--- src/rtl/link_watch_pkg.sv ---
package link_watch_pkg;

  typedef enum logic [1:0] {
    PHY_OP_READ = 2'd0,
    PHY_OP_SET  = 2'd1,
    PHY_OP_CLR  = 2'd2
  } phy_op_e;

  typedef enum logic [3:0] {
    M_IDLE  = 4'd0,
    M_WAIT  = 4'd1,
    M_RDRX  = 4'd2,
    M_SET   = 4'd3,
    M_HOLD  = 4'd4,
    M_CLR   = 4'd5,
    M_NEXT  = 4'd6,
    M_UP    = 4'd7,
    M_FAIL  = 4'd8,
    M_DRAIN = 4'd9
  } mon_state_e;

  localparam int PHY_AW = 16;
  localparam int PHY_DW = 16;

  // PHY register map used by the monitor
  localparam logic [PHY_AW-1:0] RX_STAT_ADDR = 16'h100D;
  localparam logic [PHY_AW-1:0] RX_OVRD_ADDR = 16'h1005;
  localparam logic [PHY_DW-1:0] RX_OVRD_BITS = 16'h0028;
  localparam int                RX_VALID_BIT = 0;

  // debug word fields
  localparam int       LINK_UP_BIT    = 4;
  localparam int       TRAINING_BIT   = 29;
  localparam int       STATE_W        = 6;
  localparam logic [STATE_W-1:0] STATE_RCV_LOCK = 6'h0D;

endpackage

--- src/rtl/lw_interval_timer.sv ---
module lw_interval_timer #(
  parameter int CYC_PER_US = 125,
  parameter int UW         = 12
) (
  input  logic          clk,
  input  logic          rst_n,
  input  logic          start,
  input  logic [UW-1:0] len_us,
  output logic          done
);
  localparam int PW = (CYC_PER_US > 1) ? $clog2(CYC_PER_US) : 1;
  localparam logic [PW-1:0] PRE_LAST = PW'(CYC_PER_US - 1);

  logic [PW-1:0] pre;
  logic [UW-1:0] cnt;
  logic          run;

  always_ff @(posedge clk) begin
    if (!rst_n) begin
      pre  <= '0;
      cnt  <= '0;
      run  <= 1'b0;
      done <= 1'b0;
    end else begin
      done <= 1'b0;
      if (start) begin
        pre <= '0;
        cnt <= (len_us == '0) ? UW'(1) : len_us;
        run <= 1'b1;
      end else if (run) begin
        if (pre == PRE_LAST) begin
          pre <= '0;
          if (cnt == UW'(1)) begin
            run  <= 1'b0;
            done <= 1'b1;
          end else begin
            cnt <= cnt - UW'(1);
          end
        end else begin
          pre <= pre + PW'(1);
        end
      end
    end
  end

endmodule

--- src/rtl/lw_phy_rmw.sv ---
module lw_phy_rmw
  import link_watch_pkg::*;
#(
  parameter int AW = PHY_AW,
  parameter int DW = PHY_DW
) (
  input  logic          clk,
  input  logic          rst_n,
  input  logic          start,
  input  phy_op_e       op,
  input  logic [AW-1:0] addr,
  input  logic [DW-1:0] mask,
  input  logic          abort,
  output logic          done,
  output logic          busy,
  output logic [DW-1:0] rdata,
  output logic          req_valid,
  input  logic          req_ready,
  output logic          req_write,
  output logic [AW-1:0] req_addr,
  output logic [DW-1:0] req_wdata,
  input  logic          rsp_valid,
  output logic          rsp_ready,
  input  logic [DW-1:0] rsp_rdata
);
  typedef enum logic [2:0] {
    S_IDLE = 3'd0,
    S_RREQ = 3'd1,
    S_RRSP = 3'd2,
    S_WREQ = 3'd3,
    S_WRSP = 3'd4
  } seq_state_e;

  seq_state_e    st;
  phy_op_e       op_q;
  logic [AW-1:0] addr_q;
  logic [DW-1:0] mask_q;
  logic [DW-1:0] wdata_q;

  always_ff @(posedge clk) begin
    if (!rst_n) begin
      st      <= S_IDLE;
      op_q    <= PHY_OP_READ;
      addr_q  <= '0;
      mask_q  <= '0;
      wdata_q <= '0;
      rdata   <= '0;
      done    <= 1'b0;
    end else begin
      done <= 1'b0;
      case (st)
        S_IDLE: if (start) begin
          op_q   <= op;
          addr_q <= addr;
          mask_q <= mask;
          st     <= S_RREQ;
        end
        S_RREQ: if (req_ready) st <= S_RRSP;
        S_RRSP: if (rsp_valid) begin
          rdata <= rsp_rdata;
          if (op_q == PHY_OP_READ || abort) begin
            done <= 1'b1;
            st   <= S_IDLE;
          end else begin
            wdata_q <= (op_q == PHY_OP_SET) ? (rsp_rdata | mask_q)
                                            : (rsp_rdata & ~mask_q);
            st      <= S_WREQ;
          end
        end
        S_WREQ: if (req_ready) st <= S_WRSP;
        S_WRSP: if (rsp_valid) begin
          done <= 1'b1;
          st   <= S_IDLE;
        end
        default: st <= S_IDLE;
      endcase
    end
  end

  assign busy      = (st != S_IDLE);
  assign req_valid = (st == S_RREQ) || (st == S_WREQ);
  assign req_write = (st == S_WREQ);
  assign req_addr  = addr_q;
  assign req_wdata = wdata_q;
  assign rsp_ready = (st == S_RRSP) || (st == S_WRSP);

  // request held steady under back-pressure
  p_req_hold_r10: assert property (@(posedge clk) disable iff (!rst_n)
    (req_valid && !req_ready) |=> (req_valid && $stable(req_addr)
                                   && $stable(req_write) && $stable(req_wdata)));

  // response readiness only follows an accepted request
  p_rsp_after_req_r10: assert property (@(posedge clk) disable iff (!rst_n)
    $rose(rsp_ready) |-> $past(req_valid && req_ready));

endmodule

--- src/rtl/link_watch.sv ---
module link_watch
  import link_watch_pkg::*;
#(
  parameter int CYC_PER_US = 125,
  parameter int POLL_US    = 10,
  parameter int HOLD_US    = 3000,
  parameter int MAX_POLLS  = 4000
) (
  input  logic                 clk,
  input  logic                 rst_n,
  input  logic                 en,
  input  logic [31:0]          dbg_state_word,
  input  logic [31:0]          dbg_link_word,
  output logic                 phy_req_valid,
  input  logic                 phy_req_ready,
  output logic                 phy_req_write,
  output logic [PHY_AW-1:0]    phy_req_addr,
  output logic [PHY_DW-1:0]    phy_req_wdata,
  input  logic                 phy_rsp_valid,
  output logic                 phy_rsp_ready,
  input  logic [PHY_DW-1:0]    phy_rsp_rdata,
  output logic                 link_up,
  output logic                 link_fail,
  output logic [31:0]          snap_state_word,
  output logic [31:0]          snap_link_word
);
  localparam int MAX_US = (POLL_US > HOLD_US) ? POLL_US : HOLD_US;
  localparam int UW     = $clog2(MAX_US + 1);
  localparam int CW     = $clog2(MAX_POLLS + 1);
  localparam logic [CW-1:0] LAST_POLL = CW'(MAX_POLLS - 1);

  mon_state_e          st, st_d;
  logic [CW-1:0]       polls;
  logic [STATE_W-1:0]  state_q;
  logic                up_q, fail_q;

  logic                tmr_start, tmr_done;
  logic [UW-1:0]       tmr_len;
  logic                seq_start, seq_done, seq_busy, seq_abort;
  phy_op_e             seq_op;
  logic [PHY_AW-1:0]   seq_addr;
  logic [PHY_DW-1:0]   seq_mask, seq_rdata;
  logic                up_set, fail_set, poll_inc, poll_clr, state_ld;
  logic                link_ok;

  assign link_ok = dbg_link_word[LINK_UP_BIT] && !dbg_link_word[TRAINING_BIT];

  lw_interval_timer #(.CYC_PER_US(CYC_PER_US), .UW(UW)) u_timer (
    .clk(clk), .rst_n(rst_n), .start(tmr_start), .len_us(tmr_len), .done(tmr_done)
  );

  lw_phy_rmw #(.AW(PHY_AW), .DW(PHY_DW)) u_rmw (
    .clk(clk), .rst_n(rst_n), .start(seq_start), .op(seq_op), .addr(seq_addr),
    .mask(seq_mask), .abort(seq_abort), .done(seq_done), .busy(seq_busy),
    .rdata(seq_rdata), .req_valid(phy_req_valid), .req_ready(phy_req_ready),
    .req_write(phy_req_write), .req_addr(phy_req_addr), .req_wdata(phy_req_wdata),
    .rsp_valid(phy_rsp_valid), .rsp_ready(phy_rsp_ready), .rsp_rdata(phy_rsp_rdata)
  );

  assign seq_abort = !en || (st == M_DRAIN);

  always_comb begin
    st_d      = st;
    tmr_start = 1'b0;
    tmr_len   = UW'(POLL_US);
    seq_start = 1'b0;
    seq_op    = PHY_OP_READ;
    seq_addr  = RX_STAT_ADDR;
    seq_mask  = RX_OVRD_BITS;
    up_set    = 1'b0;
    fail_set  = 1'b0;
    poll_inc  = 1'b0;
    poll_clr  = 1'b0;
    state_ld  = 1'b0;
    if (!en) begin
      st_d = seq_busy ? M_DRAIN : M_IDLE;
    end else begin
      case (st)
        M_IDLE: begin
          tmr_start = 1'b1;
          poll_clr  = 1'b1;
          st_d      = M_WAIT;
        end
        M_WAIT: if (tmr_done) begin
          if (link_ok) begin
            up_set = 1'b1;
            st_d   = M_UP;
          end else begin
            state_ld  = 1'b1;
            seq_start = 1'b1;
            st_d      = M_RDRX;
          end
        end
        M_RDRX: if (seq_done) begin
          if (!seq_rdata[RX_VALID_BIT] && state_q == STATE_RCV_LOCK) begin
            seq_start = 1'b1;
            seq_op    = PHY_OP_SET;
            seq_addr  = RX_OVRD_ADDR;
            st_d      = M_SET;
          end else begin
            st_d = M_NEXT;
          end
        end
        M_SET: if (seq_done) begin
          tmr_start = 1'b1;
          tmr_len   = UW'(HOLD_US);
          st_d      = M_HOLD;
        end
        M_HOLD: if (tmr_done) begin
          seq_start = 1'b1;
          seq_op    = PHY_OP_CLR;
          seq_addr  = RX_OVRD_ADDR;
          st_d      = M_CLR;
        end
        M_CLR: if (seq_done) st_d = M_NEXT;
        M_NEXT: begin
          if (polls == LAST_POLL) begin
            fail_set = 1'b1;
            st_d     = M_FAIL;
          end else begin
            poll_inc  = 1'b1;
            tmr_start = 1'b1;
            st_d      = M_WAIT;
          end
        end
        M_UP, M_FAIL: st_d = st;
        M_DRAIN: if (!seq_busy) st_d = M_IDLE;
        default: st_d = M_IDLE;
      endcase
    end
  end

  always_ff @(posedge clk) begin
    if (!rst_n) begin
      st              <= M_IDLE;
      polls           <= '0;
      state_q         <= '0;
      up_q            <= 1'b0;
      fail_q          <= 1'b0;
      snap_state_word <= '0;
      snap_link_word  <= '0;
    end else begin
      st <= st_d;
      if (poll_clr)      polls <= '0;
      else if (poll_inc) polls <= polls + CW'(1);
      if (state_ld) state_q <= dbg_state_word[STATE_W-1:0];
      up_q   <= en && (up_q || up_set);
      fail_q <= en && (fail_q || fail_set);
      if (fail_set) begin
        snap_state_word <= dbg_state_word;
        snap_link_word  <= dbg_link_word;
      end
    end
  end

  assign link_up   = up_q;
  assign link_fail = fail_q;

  // flags are exclusive
  p_flags_excl_r11: assert property (@(posedge clk) disable iff (!rst_n)
    !(link_up && link_fail));

  // sticky while enabled
  p_up_sticky_r9: assert property (@(posedge clk) disable iff (!rst_n)
    (en && link_up) |=> link_up);
  p_fail_sticky_r9: assert property (@(posedge clk) disable iff (!rst_n)
    (en && link_fail) |=> link_fail);

  // dropping enable clears both flags
  p_clear_on_disable_r9: assert property (@(posedge clk) disable iff (!rst_n)
    !en |=> (!link_up && !link_fail));

  // no PHY traffic once the link is declared up
  p_quiet_when_up_r2: assert property (@(posedge clk) disable iff (!rst_n)
    link_up |-> !phy_req_valid);

endmodule

--- config.mk ---
export PLATFORM = sky130hd
export DESIGN_NAME = link_watch
export DESIGN_NICKNAME = d
export VERILOG_FILES = /design/src/rtl/link_watch_pkg.sv /design/src/rtl/lw_interval_timer.sv /design/src/rtl/lw_phy_rmw.sv /design/src/rtl/link_watch.sv
export SDC_FILE = /design/constraint.sdc
export NUM_CORES = 1
export LEC_CHECK = 0
export CORE_AREA = 2 2 105 117
export DETAILED_ROUTE_END_ITERATION = 7
export DIE_AREA = 0 0 107 119
export DONT_BUFFER_PORTS = 1
export PLACE_DENSITY = 0.74
export RECOVER_POWER = 100
export SLEW_MARGIN = 20
export SYNTH_ARGS = -nofsm -noshare
export SYNTH_HDL_FRONTEND = slang
export SYNTH_SLANG_ARGS = --single-unit
--- constraint.sdc ---
create_clock -name clk -period 5.3 [get_ports clk]
set_input_delay 0.53 -clock clk [delete_from_list [all_inputs] [get_ports clk]]
set_output_delay 0.53 -clock clk [all_outputs]
set_load 0.02 [all_outputs]
==> results.md, run 1 <==
- Worst skew pair latency: 0.42 ns
- Share of the synthesized area in the top cell type: 44.6%
- Overflow after GRT: 0
- Die H: 119 um
- Tcrit/Tclk final: 53.2%
- I/O Pins: 186
- NumNets Final: 775
- CTS Sinks: 134
- Critical path's slowest cell: dfxtp_1
- Hold_ws: 0.234 ns
- Top cell by count, worst path: nand2_1
- Max_cap viols: 0
- Yosys warnings: 0
- N_diodes: 0
- DRT Wirelength: 12,900 um
- Final setup viols: 0
- Pwr per Cell Area: 352 nW/um2
- Required @ worst endpoint: 5.63 ns
- Mapped Cells: 713
- Area growth from synthesis to layout: 8.06%
- TritonCTS buffer count: 17
- Fin crit period: 2.82 ns
- Post-CTS Setup Repair Bufs: 0
- Longest Clk Path Bufs: 2
- CP delay by family, top: simple AND/OR/NAND/NOR gates
- Slew HR: 24.2%
- RSZ-0062 raised after global routing: false
- Resized cells post-CTS: 0
- Crit start category: flop
- Wire length per cell: 15.1 um
- Vias in the first global route: 4,456
- Slew @ Worst Pin: 1.13 ns
- Clock edge transition at the registers on the reported setup and hold paths: 0.06 ns
- Cell taking the most area after synthesis: dfxtp_1
- Crit end category: flop
- Post-detailed-route count of antenna-violating nets: 0
- Fraction of registers with async set/reset: 0%
- Largest net degree at the start of global routing: 114
- Syn Area/Cell: 8.44 um2
- Status: finished, final reports clean
- H-Tree Level Count: 4
- GP Congestion: 0.824
- Lkg Pwr: 2.22 nW
- Root Buffer: clkbuf_16
- Cell Area, Synth: 6020 um2
- Crit path DAT: 3.15 ns
- Commonest non-fill, non-tap cell in the layout: nand2_1
- Hold Vio Cnt, Final: 0
- First-pass GRT wire length: 20,900 um
- DIE AREA: 12,700 um2
- Pre-Repair DR Iteration Count: 4
- Hold crit path type: in2reg
- Setup_tns: 0 ns
- CTS Hold Bufs: 0
- CP peak stage delay: 0.68 ns
- CP Class: reg2reg
- Routed vias: 4,795
- Via/cell ratio: 5.63
- CTS tree: done
- PortBufs: 0
- Number of synthesized flops with an enable pin: 0
- Final Skew: 0.00754 ns
- Worst-path fanout max: 65
- Initial DRC Count: 230
- Starting Density: 51.4%
- Post-DP HPWL: 8850 um
- CP Buf/Inv Count: 1
- Share of cells above drive strength 1: 6.31%
- Max Fclk: 355 MHz
- Row cnt: 42
- Max VDD drop: 198 uV
- Synth area leaders: dfxtp_1 45%, nand2_1 11%, a21boi_1 7.5%
- Ordered list of cells on the worst path: and4bb_1 -> nand2_1 -> nor4_1 -> buf_4 -> nand2_1 -> a21boi_0
- Die Span X: 107 um
- Most frequent cells in the layout: 180 x nand2_1, 134 x dfxtp_1, 80 x a21boi_0
- Distinct cells, synth: 64
- Seq/Total Area, Yosys: 44.6%
- Core Area: 11,700 um2
- Main synth FF type: dfxtp_1
- DRC violations left: 0
- GRT Total Usage: 20.3%
- Initial antenna violation count: 0
- Number of slew-limit violations in the final report: 0
- Synth Register Bits: 134
## synth_stat cells (3+ instances only)
cell type  number
dfxtp_1       134
a31o_2          3
nor4_1          4
nor2_1         43
o221a_1         6
a2111oi_0       3
nor2b_1        16
xor2_1         16
and3_1          6
clkbuf_1       26
or3_1           3
or3b_2          3
buf_2          15
ha_1            5
o21a_1          6
o21ai_0         7
nor3_1         12
inv_1          10
nand2_1       180
nand2b_1        8
a21boi_1       60
nor3b_1         3
nand4_1        11
a21boi_0       20
a31oi_1         4
nand3_1        15
mux2i_1        10
xnor2_1         5
a21oi_1        19
buf_4          15
## registers in the layout (all words and copies together) (netlist names)
register	flops
u_rmw.st	3
u_rmw.op_q	2
u_timer.cnt	12
u_rmw.req_addr	2
u_rmw.done	1
snap_link_word	32
u_timer.done	1
link_up	1
u_timer.run	1
link_fail	1
u_rmw.rdata	1
u_timer.pre	7
state_q	6
st	4
u_rmw.req_wdata	16
polls	12
snap_state_word	32
## cell type report
type	count	area (um2)
Clock buffer	22	484
Clock inverter	9	92.6
Fill cell	1061	5210
Inverter	10	37.5
Multi-Input combinational cell	520	3000
Sequential cell	134	2680
Tap cell	154	193
Timing Repair Buffer	2	15.0
## per-layer routing
| layer | share of wire, % | GRT usage, % | up-vias |
|---|---|---|---|
| li1 | - | - | 2356 |
| met1 | 40 | 23.7 | 2238 |
| met2 | 49 | 32.8 | 169 |
| met3 | 7.3 | 7.22 | 32 |
| met4 | 2.8 | 9.90 | 0 |
| met5 | 0 | 0 | - |
## worst reg2reg max path, stage by stage (launching register included)
cell and delay [ns]:
dfxtp_1 0.68, and4bb_1 0.36, nand2_1 0.13, nor4_1 0.51
buf_4 0.62, nand2_1 0.21, a21boi_0 0.22
## worst paths after layout
check	slack, ns	depth (start not counted)	end	start
max reg2reg	2.48	6	snap_link_word[12]$_SDFFE_PN0P_	st[1]$_SDFFE_PN0P_
min reg2reg	0.52	2	state_q[2]$_SDFFE_PN0P_	state_q[2]$_SDFFE_PN0P_
max	2.48	6	snap_link_word[12]$_SDFFE_PN0P_	st[1]$_SDFFE_PN0P_
min	0.23	1	u_rmw.st[0]$_SDFFE_PN0P_	phy_req_ready
## power breakdown
part / switching [W] / internal (W)
registers: 0.0000218 / 0.00102
logic: 0.0000643 / 0.0000550
clock network: 0.000433 / 0.000696
## metrics by stage
| step | cells | instance area, um2 | util [%] | total power, W | setup WS (ns) |
|---|---|---|---|---|---|
| CTS | 851 | 6520 | 55.7 | 0.00231 | 2.42 |
| finish | 851 | 6510 | 55.5 | 0.00229 | 2.48 |
| floorplan | 724 | 6060 | - | 0.00118 | 3.28 |
| detailed placement | 820 | 5950 | 50.7 | 0.00118 | 2.43 |
| global route | 851 | 6510 | 55.5 | 0.00237 | 2.29 |
| global placement | 820 | 5950 | 50.7 | 0.00118 | 2.52 |
## logic make-up (layout without fill, tap and decap cells)
logic type               count (synthesis)  count (layout)  synth area share, %
AO/OA/AOI/OAI                          150             150                 18.6
buffers and inverters                   70              43                 6.17
AND/OR/NAND/NOR                        322             322                 24.9
adder cells (fa/ha/maj)                  5               5                 1.04
other                                    1              12               0.0623
multiplexers                            10              10                 1.66
XOR/XNOR                                21              21                 3.05
flip-flops                             134             134                 44.6
(Power assumes the default switching activity.)
==> inputs of run 2 (changes only) <==
Settings changed: PLACE_DENSITY 0.74 to 0.77.
Clock period 5.3 ns to 2.5 ns, I/O delays scaled along.
==> run 2 against run 1 <==
  * Worst hold slack worse by 0.22 ns
  * First-iteration DRC count up 57%
  * Die area unchanged
  * Via count up 11%
  * Critical path depth unchanged
==> results.md, run 2 (synthesis gave the netlist of run 1 again) <==
- Crit end category: flop (unchanged)
- NumNets Final: 868 (was 775)
- DRT Wirelength: 16,000 um (was 12,900 um)
- Final setup viols: 0 (unchanged)
- Via/cell ratio: 5.62 (was 5.63)
- Most frequent cells in the layout: 180 x nand2_1, 134 x dfxtp_1, 83 x dlygate4sd3_1 (was 180 x nand2_1, 134 x dfxtp_1, 80 x a21boi_0)
- Post-DP HPWL: 9130 um (was 8850 um)
- Initial DRC Count: 361 (was 230)
- Post-detailed-route count of antenna-violating nets: 0 (unchanged)
- Starting Density: 51.4% (unchanged)
- Longest Clk Path Bufs: 2 (unchanged)
- N_diodes: 0 (unchanged)
- Commonest non-fill, non-tap cell in the layout: nand2_1 (unchanged)
- H-Tree Level Count: 4 (unchanged)
- Pwr per Cell Area: 689 nW/um2 (was 352 nW/um2)
- Max VDD drop: 527 uV (was 198 uV)
- Max Fclk: 429 MHz (was 355 MHz)
- Final Skew: 0.00917 ns (was 0.00754 ns)
- Post-route insts no fill: 945 (was 851)
- Max_cap viols: 0 (unchanged)
- Required @ worst endpoint: 2.79 ns (was 5.63 ns)
- Pre-Repair DR Iteration Count: 5 (was 4)
- Largest net degree at the start of global routing: 95 (was 114)
- GP Congestion: 0.853 (was 0.824)
- Crit start category: flop (unchanged)
- CP Class: reg2reg (unchanged)
- RSZ-0062 raised after global routing: false (unchanged)
- Wire length per cell: 16.9 um (was 15.1 um)
- Number of slew-limit violations in the final report: 0 (unchanged)
- Worst skew pair latency: 0.42 ns (about the same)
- Status: finished, final reports clean (unchanged)
- Setup_tns: 0 ns (unchanged)
- Area growth from synthesis to layout: 24.3% (was 8.06%)
- Fin crit period: 2.33 ns (was 2.82 ns)
- DIE AREA: 12,700 um2 (unchanged)
- CTS Sinks: 134 (unchanged)
- Die Span X: 107 um (unchanged)
- Root Buffer: clkbuf_16 (unchanged)
- Vias in the first global route: 5,272 (was 4,456)
- Initial antenna violation count: 0 (unchanged)
- Routed vias: 5,308 (was 4,795)
- Crit path DAT: 2.62 ns (was 3.15 ns)
- Worst-path fanout max: 64 (was 65)
- Lkg Pwr: 2.66 nW (was 2.22 nW)
- GRT Total Usage: 24.9% (was 20.3%)
- PortBufs: 0 (unchanged)
- Min-delay src: phy_rsp_rdata[0] (was phy_req_ready)
- CTS tree: done (unchanged)
- Hold Vio Cnt, Final: 0 (unchanged)
- DRC violations left: 0 (unchanged)
- Hold crit path type: in2reg (unchanged)
- First-pass GRT wire length: 25,000 um (was 20,900 um)
- Slew HR: 55.1% (was 24.2%)
- Tcrit/Tclk final: 93.2% (was 53.2%)
- TritonCTS buffer count: 17 (unchanged)
- Overflow after GRT: 0 (unchanged)
- Slew @ Worst Pin: 0.667 ns (was 1.13 ns)
- Core Area: 11,700 um2 (unchanged)
- Share of cells above drive strength 1: 6.95% (was 6.31%)
- Critical Path Source: polls[0]$_SDFFE_PP0P_ (was st[1]$_SDFFE_PN0P_)
- Die H: 119 um (unchanged)
- RR Startpoint: polls[0]$_SDFFE_PP0P_ (was st[1]$_SDFFE_PN0P_)
- Row cnt: 42 (unchanged)
- Inst Count DP: 829 (was 820)
- I/O Pins: 186 (unchanged)
- Clock edge transition at the registers on the reported setup and hold paths: 0.06 ns (about the same)
- Post-CTS Setup Repair Bufs: 0 (unchanged)
[run 2: cell count changes in the layout (fill, tap and decap cells not counted), moves of 2 or more]
cell           before  now
clkinv_2            1    4
buf_4               2    5
clkbuf_8            4    0
bufinv_16           1    3
buf_12              0    2
dlygate4sd3_1       0   83
[run 2: repair_timing]
action                     in CTS  in global routing
hold endpoints to repair      105                  5
setup endpoints to repair       0                  0
resized for setup               0                  0
hold buffers                   81                  3
[run 2: stage by stage]
| step | worst slack (ns) | util [%] | cell area, um2 | hold WS (ns) | power, W |
|---|---|---|---|---|---|
| 4_1_cts | 0.230 | 63.8 | 7480 | 0.000783 | 0.00517 |
| 5_1_grt | 0.0238 | 63.9 | 7480 | 0.00319 | 0.00535 |
| 2_1_floorplan | 0.480 | - | 6060 | 0.368 | 0.00251 |
| 3_3_place_gp | 0.357 | 51.6 | 6050 | 0.372 | 0.00251 |
| 6_report | 0.170 | 63.9 | 7480 | 0.0113 | 0.00516 |
| 3_5_place_dp | 0.251 | 51.6 | 6050 | 0.379 | 0.00252 |
[run 2: final cells by class]
| type | instances | area [um2] |
|---|---|---|
| sequential | 134 | 2680 |
| timing repair buffer | 95 | 960 |
| clock buffer | 17 | 425 |
| inverter | 10 | 37.5 |
| clock inverter | 15 | 176 |
| fill | 900 | 4240 |
| tap | 154 | 193 |
| multi-input combinational | 520 | 3010 |
[run 2: path summary, 6_finish.rpt]
| check | to | slack (ns) | depth (start not counted) |
|---|---|---|---|
| worst max-delay path | snap_state_word[31]$_SDFFE_PN0P_ | 0.17 | 6 |
| worst min-delay path | u_rmw.rdata[0]$_SDFFE_PN0P_ | 0.01 | 2 |
| worst min register to register | state_q[2]$_SDFFE_PN0P_ | 0.53 | 2 |
| worst max register to register | snap_state_word[31]$_SDFFE_PN0P_ | 0.17 | 6 |
[run 2: critical path, cell delays in order (launching register included)]
cell	delay, ns
dfxtp_1	0.41
ha_1	0.29
nand4bb_1	0.25
or4_2	0.71
buf_6	0.26
nand2_1	0.15
a21boi_0	0.11
[run 2: report_power, final]
group | total [W] | internal, W | switching (W)
Combinational | 0.000425 | 0.000220 | 0.000205
Clock | 0.00254 | 0.00157 | 0.000972
Sequential | 0.00219 | 0.00216 | 0.0000285
Total | 0.00516 | 0.00395 | 0.00121
[run 2: per-layer routing]
metal	GRT usage, %	part of all wire [%]	vias up	routed length, um
met3	8.87	7.4	61	1190
met1	26.8	38	2448	6110
li1	-	-	2540	-
met2	42.4	51	259	8080
met5	0	0	-	0
met4	13.1	3.9	0	621
==> inputs of run 3 (changes only) <==
Settings changed: CAP_MARGIN from default to 10, REMOVE_ABC_BUFFERS from default to 1.
==> run 3 against run 2 <==
  * Combinational power decreased by 3%
  * Clock power fell by 3%
  * Sequential share of layout area up 0.24 points
  * Critical path type unchanged
==> results.md, run 3 (synthesis gave the netlist of run 1 again) <==
- RSZ-0062 raised after global routing: false (unchanged)
- Critical path's slowest cell: or4_2 (unchanged)
- Row cnt: 42 (unchanged)
- Max VDD drop: 406 uV (was 527 uV)
- NumNets Final: 866 (was 868)
- Commonest non-fill, non-tap cell in the layout: nand2_1 (unchanged)
- Core Area: 11,700 um2 (unchanged)
- H-Tree Level Count: 4 (unchanged)
- N_diodes: 0 (unchanged)
- Worst-path fanout max: 64 (unchanged)
- Required @ worst endpoint: 2.78 ns (was 2.79 ns)
- R2R Setup Slk: 0.15 ns (was 0.17 ns)
- Initial antenna violation count: 0 (unchanged)
- Slew @ Worst Pin: 0.814 ns (was 0.667 ns)
- Crit path DAT: 2.63 ns (was 2.62 ns)
- Fin crit period: 2.35 ns (was 2.33 ns)
- Critical Path Source: polls[0]$_SDFFE_PP0P_ (unchanged)
- DIE AREA: 12,700 um2 (unchanged)
- PortBufs: 0 (unchanged)
- Clock edge transition at the registers on the reported setup and hold paths: 0.06 ns (about the same)
- Wire length per cell: 17.1 um (was 16.9 um)
- Min-delay src: phy_rsp_rdata[0] (unchanged)
- CP Class: reg2reg (unchanged)
- Post-DP HPWL: 9460 um (was 9130 um)
- DRC violations left: 0 (unchanged)
- Longest Clk Path Bufs: 2 (unchanged)
- Status: finished, final reports clean (unchanged)
- Max_cap viols: 0 (unchanged)
- Resized cells post-CTS: 0 (unchanged)
- Hold Vio Cnt, Final: 0 (unchanged)
- Die Span X: 107 um (unchanged)
- Setup_tns: 0 ns (unchanged)
- Share of cells above drive strength 1: 7.10% (was 6.95%)
- Slew HR: 45.2% (was 55.1%)
- Max Fclk: 426 MHz (was 429 MHz)
- Tcrit/Tclk final: 93.9% (was 93.2%)
- GRT Total Usage: 25.6% (was 24.9%)
- Die H: 119 um (unchanged)
- Number of slew-limit violations in the final report: 0 (unchanged)
- Post-detailed-route count of antenna-violating nets: 0 (unchanged)
- Overflow after GRT: 0 (unchanged)
- Utilization after layout: 63.4% (was 63.9%)
- Final setup viols: 0 (unchanged)
- Hold endpoint: u_rmw.rdata[0]$_SDFFE_PN0P_ (unchanged)
- CTS tree: done (unchanged)
- Routed vias: 5,317 (was 5,308)
- Depth of the most critical reg-to-reg path: 6 (unchanged)
- Crit start category: flop (unchanged)
- FF-to-FF End: snap_state_word[11]$_SDFFE_PN0P_ (was snap_state_word[31]$_SDFFE_PN0P_)
- GP Congestion: 0.867 (was 0.853)
- WHS Path Cells: 2 (unchanged)
- DRT Wirelength: 16,100 um (was 16,000 um)
- Vias in the first global route: 5,443 (was 5,272)
- Crit end category: flop (unchanged)
- Pwr per Cell Area: 681 nW/um2 (was 689 nW/um2)
- RR Startpoint: polls[0]$_SDFFE_PP0P_ (unchanged)
- CTS Hold Bufs: 80 (was 81)
- Hold crit path type: in2reg (unchanged)
- Most frequent cells in the layout: 180 x nand2_1, 134 x dfxtp_1, 80 x dlygate4sd3_1 (was 180 x nand2_1, 134 x dfxtp_1, 83 x dlygate4sd3_1)
- Post-CTS Setup Repair Bufs: 0 (unchanged)
- CP peak stage delay: 0.72 ns (was 0.71 ns)
- Starting Density: 51.4% (unchanged)
- Via/cell ratio: 5.64 (was 5.62)
- First-pass GRT wire length: 25,900 um (was 25,000 um)
- Lkg Pwr: 2.64 nW (was 2.66 nW)
- Final Skew: 0.0105 ns (was 0.00917 ns)
- Pre-Repair DR Iteration Count: 5 (unchanged)
- TritonCTS buffer count: 17 (unchanged)
- Area growth from synthesis to layout: 23.5% (was 24.3%)
- Worst skew pair latency: 0.42 ns (about the same)
- Fillers: 853 (was 900)
- Root Buffer: clkbuf_16 (unchanged)
- Initial DRC Count: 367 (was 361)
- I/O Pins: 186 (unchanged)
- Ordered list of cells on the worst path: ha_1 -> nand4bb_1 -> or4_2 -> buf_6 -> nand2_1 -> a21boi_0 (unchanged)
- CTS Sinks: 134 (unchanged)
- Largest net degree at the start of global routing: 103 (was 95)
run 3: how the worst max path moves through the flow:
stage	end	slack, ns	cells past startpoint
2_1_floorplan	snap_link_word[0]$_SDFFE_PN0P_	-1.61	5
3_3_place_gp	u_rmw.req_wdata[3]$_SDFFE_PN0P_	0.36	5
3_5_place_dp	u_rmw.req_wdata[7]$_SDFFE_PN0P_	0.25	5
4_1_cts	u_rmw.req_wdata[7]$_SDFFE_PN0P_	0.25	5
5_1_grt	u_rmw.st[0]$_SDFFE_PN0P_	0.005	5
6_report	snap_state_word[11]$_SDFFE_PN0P_	0.15	6
run 3: stage by stage:
stage	power, W	hold slack (ns)	setup slack [ns]	instances	instance area, um2
2_1_floorplan	0.00246	0.368	-1.61	664	5730
3_5_place_dp	0.00253	0.382	0.255	830	6050
5_1_grt	0.00525	0.0119	0.00536	943	7430
4_1_cts	0.00510	0.000476	0.249	942	7450
6_report	0.00506	0.0124	0.153	943	7430
3_3_place_gp	0.00251	0.375	0.357	830	6050
run 3: area by class of cell:
type / count / area (um2) / area share, %
clock buffers: 19 / 453 / 6.09
clock inverters: 13 / 135 / 1.82
inverters: 10 / 37.5 / 0.505
multi-input cells: 520 / 3010 / 40.5
flip-flops and latches: 134 / 2680 / 36.1
well taps: 154 / 193 / 2.59
repair buffers: 93 / 922 / 12.4
run 3: routing by layer:
layer / vias up / global-route usage [%] / part of all wire, %
met4: 0 / 10.1 / 2.2
met5: - / 0 / 0
li1: 2534 / - / -
met3: 35 / 8.05 / 9.0
met1: 2501 / 29.6 / 39
met2: 247 / 43.8 / 49
run 3: worst max-delay path: cells and delay by family (launching register included):
kind,cells,cell delay (ns)
flops,1,0.41
fa+ha+maj,1,0.28
buf+inv,1,0.26
simple gates,3,1.12
compound gates,1,0.11
run 3: where the power goes:
group	internal (W)	leakage, nW	switching (W)	total [W]
Combinational	0.000211	1.27	0.000200	0.000411
Clock	0.00145	0.284	0.00101	0.00246
Sequential	0.00216	1.08	0.0000375	0.00220
